### src/rtl/hfcw_pkg.sv
// Shared types for the hyperframe control-word demultiplexer.
package hfcw_pkg;
    // Destination of one control word.
    typedef enum logic [1:0] {
        CH_GEN  = 2'd0,
        CH_TIM  = 2'd1,
        CH_SLOW = 2'd2,
        CH_FAST = 2'd3
    } cw_chan_e;
endpackage

### src/rtl/hfcw_ptr_reg.sv
// Fast-window pointer register.
// Holds the first index (modulo the group size) of the fast management window.
// Assumes writes arrive as single-cycle strobes; out-of-range values are dropped.
module hfcw_ptr_reg #(
    parameter int WR_W    = 8,
    parameter int PTR_W   = 6,
    parameter int PTR_MIN = 16,
    parameter int PTR_MAX = 63,
    parameter int PTR_RST = 20
) (
    input  logic             clk,
    input  logic             rst_n,
    input  logic             wr_en,
    input  logic [WR_W-1:0]  wr_data,
    output logic [PTR_W-1:0] ptr
);
    logic in_range;

    // Range check on the incoming write value.
    always_comb begin
        in_range = (wr_data >= WR_W'(PTR_MIN)) && (wr_data <= WR_W'(PTR_MAX));
    end

    // Load the pointer on an accepted write; keep it otherwise.
    always_ff @(posedge clk) begin
        if (!rst_n) begin
            ptr <= PTR_W'(PTR_RST);
        end else if (wr_en && in_range) begin
            ptr <= wr_data[PTR_W-1:0];
        end
    end
endmodule

### src/rtl/hfcw_route.sv
// Control-word channel classifier.
// Maps a basic-frame index and the fast pointer to a destination channel.
// Assumes the pointer is at least 2, so the fast window never overlaps indices 0 and 1.
module hfcw_route
    import hfcw_pkg::*;
#(
    parameter int IDX_W = 8,
    parameter int GRP_W = 6
) (
    input  logic [IDX_W-1:0] idx,
    input  logic [GRP_W-1:0] ptr,
    output cw_chan_e         chan
);
    // Priority: timing, then slow, then the fast window, else general.
    always_comb begin
        if (idx == '0) begin
            chan = CH_TIM;
        end else if (idx == IDX_W'(1)) begin
            chan = CH_SLOW;
        end else if (idx[GRP_W-1:0] >= ptr) begin
            chan = CH_FAST;
        end else begin
            chan = CH_GEN;
        end
    end
endmodule

### src/rtl/hfcw_track.sv
// Basic-frame and hyperframe tracker.
// Keeps the lock state, the basic-frame index, the hyperframe count and the
// IQ word position. It presents the next-state values so that the top can
// register them together with the data.
// Assumes the start-of-frame marker is only raised on valid words.
module hfcw_track #(
    parameter int IDX_W = 8,
    parameter int HFN_W = 8,
    parameter int POS_W = 4
) (
    input  logic             clk,
    input  logic             rst_n,
    input  logic             in_valid,
    input  logic             in_sof,
    input  logic             is_sync,
    output logic [IDX_W-1:0] idx_next,
    output logic [HFN_W-1:0] hfn_next,
    output logic             cw_emit,
    output logic             iq_emit,
    output logic [POS_W-1:0] iq_pos_now,
    output logic             resync,
    output logic             locked
);
    logic [IDX_W-1:0] idx_q;
    logic [HFN_W-1:0] hfn_q;
    logic [POS_W-1:0] wpos_q;
    logic [IDX_W-1:0] expected;
    logic             is_cw;

    // Next index, hyperframe count, emit and error decisions.
    always_comb begin
        expected = idx_q + 1'b1;
        is_cw    = in_valid && in_sof;
        idx_next = idx_q;
        hfn_next = hfn_q;
        resync   = 1'b0;
        if (is_cw && is_sync) begin
            idx_next = '0;
            resync   = locked && (expected != '0);
            if (locked && (expected == '0)) begin
                hfn_next = hfn_q + 1'b1;
            end
        end else if (is_cw && locked) begin
            idx_next = expected;
            if (expected == '0) begin
                hfn_next = hfn_q + 1'b1;
            end
        end
        cw_emit    = is_cw && (is_sync || locked);
        iq_emit    = in_valid && !in_sof && locked;
        iq_pos_now = wpos_q;
    end

    // State update: index, count, lock and word position.
    always_ff @(posedge clk) begin
        if (!rst_n) begin
            idx_q  <= '0;
            hfn_q  <= '0;
            locked <= 1'b0;
            wpos_q <= POS_W'(1);
        end else begin
            idx_q <= idx_next;
            hfn_q <= hfn_next;
            if (in_valid && in_sof && is_sync) begin
                locked <= 1'b1;
            end
            if (in_valid) begin
                wpos_q <= in_sof ? POS_W'(1) : wpos_q + 1'b1;
            end
        end
    end
endmodule

### src/rtl/hfcw_demux.sv
// Hyperframe control-word demultiplexer (top).
// Splits the control word of each basic frame from the IQ words and steers it
// to the timing, slow, fast or general channel, according to its index in the
// hyperframe and the fast pointer. All outputs are registered, so there is one
// clock of latency. Assumes a word-aligned input with one start-of-frame
// marker on the control word of each basic frame.
module hfcw_demux
    import hfcw_pkg::*;
#(
    parameter int              WORD_W    = 16,
    parameter logic [WORD_W-1:0] SYNC_WORD = 16'h50BC,
    parameter int              HF_LEN    = 256,
    parameter int              GRP_LEN   = 64,
    parameter int              BF_WORDS  = 16,
    parameter int              PTR_MIN   = 16,
    parameter int              PTR_RST   = 20,
    parameter int              HFN_W     = 8,
    localparam int             IDX_W     = $clog2(HF_LEN),
    localparam int             GRP_W     = $clog2(GRP_LEN),
    localparam int             POS_W     = $clog2(BF_WORDS)
) (
    input  logic              clk,
    input  logic              rst_n,
    input  logic              in_valid,
    input  logic              in_sof,
    input  logic [WORD_W-1:0] in_data,
    input  logic              ptr_wr,
    input  logic [IDX_W-1:0]  ptr_wdata,
    output logic [GRP_W-1:0]  ptr_q,
    output logic              unlocked,
    output logic              iq_valid,
    output logic [POS_W-1:0]  iq_pos,
    output logic [WORD_W-1:0] iq_data,
    output logic              tim_valid,
    output logic [HFN_W-1:0]  tim_hfn,
    output logic              slow_valid,
    output logic              fast_valid,
    output logic              gen_valid,
    output logic [WORD_W-1:0] cw_data,
    output logic [IDX_W-1:0]  cw_bf_idx,
    output logic              resync_err
);
    logic             is_sync;
    logic [IDX_W-1:0] idx_next;
    logic [HFN_W-1:0] hfn_next;
    logic             cw_emit;
    logic             iq_emit;
    logic [POS_W-1:0] iq_pos_now;
    logic             resync;
    logic             locked;
    cw_chan_e         chan;

    // Sync pattern compare on the incoming word.
    always_comb begin
        is_sync = (in_data == SYNC_WORD);
    end

    hfcw_ptr_reg #(
        .WR_W(IDX_W), .PTR_W(GRP_W), .PTR_MIN(PTR_MIN),
        .PTR_MAX(GRP_LEN - 1), .PTR_RST(PTR_RST)
    ) u_ptr (
        .clk(clk), .rst_n(rst_n), .wr_en(ptr_wr), .wr_data(ptr_wdata), .ptr(ptr_q)
    );

    hfcw_track #(.IDX_W(IDX_W), .HFN_W(HFN_W), .POS_W(POS_W)) u_track (
        .clk(clk), .rst_n(rst_n), .in_valid(in_valid), .in_sof(in_sof),
        .is_sync(is_sync), .idx_next(idx_next), .hfn_next(hfn_next),
        .cw_emit(cw_emit), .iq_emit(iq_emit), .iq_pos_now(iq_pos_now),
        .resync(resync), .locked(locked)
    );

    hfcw_route #(.IDX_W(IDX_W), .GRP_W(GRP_W)) u_route (
        .idx(idx_next), .ptr(ptr_q), .chan(chan)
    );

    // Lock flag seen at the ports.
    always_comb begin
        unlocked = !locked;
    end

    // Output registers: channel strobes, data, index and IQ path.
    always_ff @(posedge clk) begin
        if (!rst_n) begin
            iq_valid   <= 1'b0;
            iq_pos     <= '0;
            iq_data    <= '0;
            tim_valid  <= 1'b0;
            tim_hfn    <= '0;
            slow_valid <= 1'b0;
            fast_valid <= 1'b0;
            gen_valid  <= 1'b0;
            cw_data    <= '0;
            cw_bf_idx  <= '0;
            resync_err <= 1'b0;
        end else begin
            iq_valid   <= iq_emit;
            tim_valid  <= cw_emit && (chan == CH_TIM);
            slow_valid <= cw_emit && (chan == CH_SLOW);
            fast_valid <= cw_emit && (chan == CH_FAST);
            gen_valid  <= cw_emit && (chan == CH_GEN);
            resync_err <= resync;
            if (iq_emit) begin
                iq_pos  <= iq_pos_now;
                iq_data <= in_data;
            end
            if (cw_emit) begin
                cw_data   <= in_data;
                cw_bf_idx <= idx_next;
                tim_hfn   <= hfn_next;
            end
        end
    end
endmodule

### config.mk
export PLATFORM = sky130hd
export DESIGN_NAME = hfcw_demux
export DESIGN_NICKNAME = d
export VERILOG_FILES = /design/src/rtl/hfcw_pkg.sv /design/src/rtl/hfcw_ptr_reg.sv /design/src/rtl/hfcw_route.sv /design/src/rtl/hfcw_track.sv /design/src/rtl/hfcw_demux.sv
export SDC_FILE = /design/constraint.sdc
export NUM_CORES = 1
export LEC_CHECK = 0
export ABC_AREA = 1
export CAP_MARGIN = 20
export CELL_PAD_IN_SITES_DETAIL_PLACEMENT = 0
export CELL_PAD_IN_SITES_GLOBAL_PLACEMENT = 1
export CORE_UTILIZATION = 30
export CTS_CLUSTER_SIZE = 10
export DETAILED_ROUTE_END_ITERATION = 8
export PLACE_DENSITY_LB_ADDON = 0.3
export SLEW_MARGIN = 25
export SYNTH_ARGS = -nofsm -noshare
export SYNTH_HDL_FRONTEND = slang
export SYNTH_SLANG_ARGS = --single-unit
### constraint.sdc
create_clock -name clk -period 4.82 [get_ports clk]
set_clock_uncertainty 0.05 [all_clocks]
set_input_delay 0.482 -clock clk [delete_from_list [all_inputs] [get_ports clk]]
set_output_delay 0.482 -clock clk [all_outputs]
set_load 0.005 [all_outputs]
==> flow_summary.toml <==
[clock_tree]
cts_setup_buffers = 0
cts_tree = "yes"
clk_path_buf_depth = 2
post_cts_resized = 0
postCtsHoldBufs = 0
cts_buffers = 9
clock-sinks = 85
htree_levels = 3
cts_root_buf = "clkbuf_16"
clk_latency_ns = 0.34
path_clk_slew_ns = 0.06

[floorplanning]
row_count = 40
start_util_pct = 30.8
die_w_um = 113
chipHeight_um = 113
core_um2 = 12000
die_area_um2 = 12800
ios = 94

[critical_path]
worst_setup_path_start_kind = "input pin"
end_kind = "flip-flop"
critPathMaxFanout = 17
worstRegToRegCells = 14
rr_startpoint = "u_track.locked$_SDFFE_PN0N_"
crit_type = "in -> reg"
crit_start = "in_valid"
cp.arrival_ns = 2.92
rr_endpoint = "fast_valid$_SDFF_PN0_"
endpoint = "fast_valid$_SDFF_PN0_"
reg2reg_setup_slack_ns = 2.39
critPathRequiredTime_ns = 5.01

[logic_synthesis]
avgSynthCellArea_um2 = 7.57
synthMostInstantiatedCell = "dfxtp_1"
ys_async_sr_fraction_pct = 0
yosys_warnings = 0
synth_top_area_share_pct = 45.9
yosys.area.top_type = "dfxtp_1"
synth_edf_count = 0
ys.flop_type = "dfxtp_1"
netlist_top_cells_count = "dfxtp_1, inv_1, nand2_1, nor2_1, o21ai_0"
synth_seq_cells = 85
synth_area_um2 = 3700
synth_cell_types = 35
synth_area_leaders = "dfxtp_1, o21ai_0, inv_1"
yosysSeqAreaShare_pct = 45.9
synth_nets = 528
synth_cells = 489

[power]
pwr-share-seq_pct = 44.4
clkPwrFrac_pct = 51.5
switching_share_pct = 20.1
p_sw_uw = 321
irDropWorstVdd_v = 0.000114
p_comb_share_pct = 4.1
power_density_nw_per_um2 = 314
p_leak_uw = 0.00218
p_int_uw = 1270

[global_routing]
grt_pass1_vias = 3172
overflow = 0
antenna_found_initial = 0
grt_max_degree = 51
grt_pass1_wl_um = 15200
grt_usage_pct = 15.3

[route]
drc = 0
viasPerCell = 4.57
ant_nets = 0
postRouteWirelength_um = 9320
drtIter0Drc = 131
detail_route.first_pass.iterations = 5
via_count = 3322
wl_per_cell_um = 12.8

[timing]
hold_viol_final = 0
maxSlewViolCount = 0
fmax_mhz = 366
min_period_ns = 2.73
setup_violations = 0
worst_pin_slew_ns = 0.486
setup_slack_ns = 2.09
fin_tns_setup_ns = 0
rsz0062_at_grt = "no"
slew_headroom_pct = 67.6
min_period_over_period_pct = 56.7

[placed_design]
placed_area_um2 = 4730
pre_cts_ws_ns = 1.74
io_buffers = 93
dp_hpwl_um = 6740
dp_cells = 711
place_congestion = 0.768

[cells_and_area]
fill_cells = 1228
design_area_um2 = 5090
syn_to_final_growth_pct = 37.4
diodes = 0
stdcell_count = 727
drive_above_1_share_pct = 8.10
finalNetCount = 614

[hold_path]
min_from = "iq_data[1]$_SDFFE_PN0P_"
hold_path_class = "reg -> reg"
holdPathStages = 2

[status]
status = "finished, final reports clean"

[flow_run]
maxCapViolCount = 0
==> worst max-delay path, stage by stage <==
cell             delay, ns
clkdlybuf4s50_1       0.60
nand2_2               0.13
nor2_4                0.33
inv_2                 0.20
nand2_1               0.09
nand2_1               0.06
nand2_2               0.09
inv_1                 0.05
ha_1                  0.28
inv_1                 0.06
nor2_1                0.03
o211ai_1              0.15
o211ai_1              0.12
o21ai_0               0.17
nor2_1                0.05
==> final cells by class <==
cell class                      instances  area, um^2  area share (%)
Clock buffer                           11         253            4.97
Clock inverter                          5         106            2.09
Inverter                               72         270            5.31
Multi-Input combinational cell        311        1620            31.8
Sequential cell                        85        1700            33.4
Tap cell                              147         184            3.62
Timing Repair Buffer                   96         953            18.7
==> cells in the final DEF, fill, tap and decap left out, drive strengths merged <==
| cell | synthesis | layout |
|---|---|---|
| xnor2 | 1 | 1 |
| clkinv | 1 | 2 |
| clkbuf | 13 | 11 |
| dfxtp | 85 | 85 |
| xor2 | 5 | 5 |
| nand3b | 1 | 1 |
| o211a | 2 | 2 |
| buf | 8 | 3 |
| and2 | 2 | 2 |
| nor2 | 63 | 63 |
| ha | 10 | 10 |
| o21bai | 2 | 2 |
| nand2 | 71 | 71 |
| o21ai | 60 | 60 |
| clkinvlp | 0 | 1 |
| clkdlybuf4s50 | 0 | 93 |
| nor3 | 4 | 4 |
| o211ai | 2 | 2 |
| or2 | 2 | 2 |
| inv | 71 | 71 |
| a21oi | 47 | 47 |
| nand4 | 7 | 7 |
| bufinv | 0 | 3 |
| nand3 | 32 | 32 |
==> worst min path at each step <==
stage                                               endpoint
after floorplan           u_track.iq_pos_now[3]$_SDFFE_PN0P_
after global placement               iq_data[5]$_SDFFE_PN0P_
after detailed placement             iq_data[6]$_SDFFE_PN0P_
after CTS                            iq_data[6]$_SDFFE_PN0P_
after global routing                 iq_data[2]$_SDFFE_PN0P_
final                                iq_data[1]$_SDFFE_PN0P_
==> cell families after synthesis <==
group | after synthesis | synth area share, %
flops | 85 | 45.9
xor+xnor | 6 | 1.42
buf+inv | 93 | 10.3
compound gates | 113 | 16.7
fa+ha+maj | 10 | 3.38
simple gates | 182 | 22.2
==> power groups by stage <==
stage | sequential (uW) | clock (uW) | combinational [uW]
final | 709 | 821 | 65.5
after global routing | 709 | 874 | 72.8
after CTS | 709 | 846 | 66.3
after detailed placement | 725 | 0 | 65.8
after global placement | 725 | 0 | 65.5
after floorplan | 724 | 0 | 25.1
==> routing by layer <==
metal	GRT usage, %	routed length (um)
met1	19.0	4530
met3	4.23	452
met5	0	0
met4	7.19	210
met2	24.7	4130
==> state kept, by name, indices dropped and copies added, names as in the netlist, 4 cells and up <==
register	count
cw_bf_idx	8
cw_data	16
iq_data	16
iq_pos	4
tim_hfn	8
u_ptr.ptr	6
u_track.hfn_q	8
u_track.idx_q	8
u_track.iq_pos_now	4
==> per-stage QoR <==
stage	power, uW	hold WS, ns	utilization (%)
floorplan	749	0.385	-
global placement	790	0.383	39.4
detailed placement	790	0.386	39.4
CTS	1620	0.396	42.4
global route	1660	0.413	42.4
finish	1600	0.391	42.4
No activity file was read; power rests on OpenSTA's default activity.
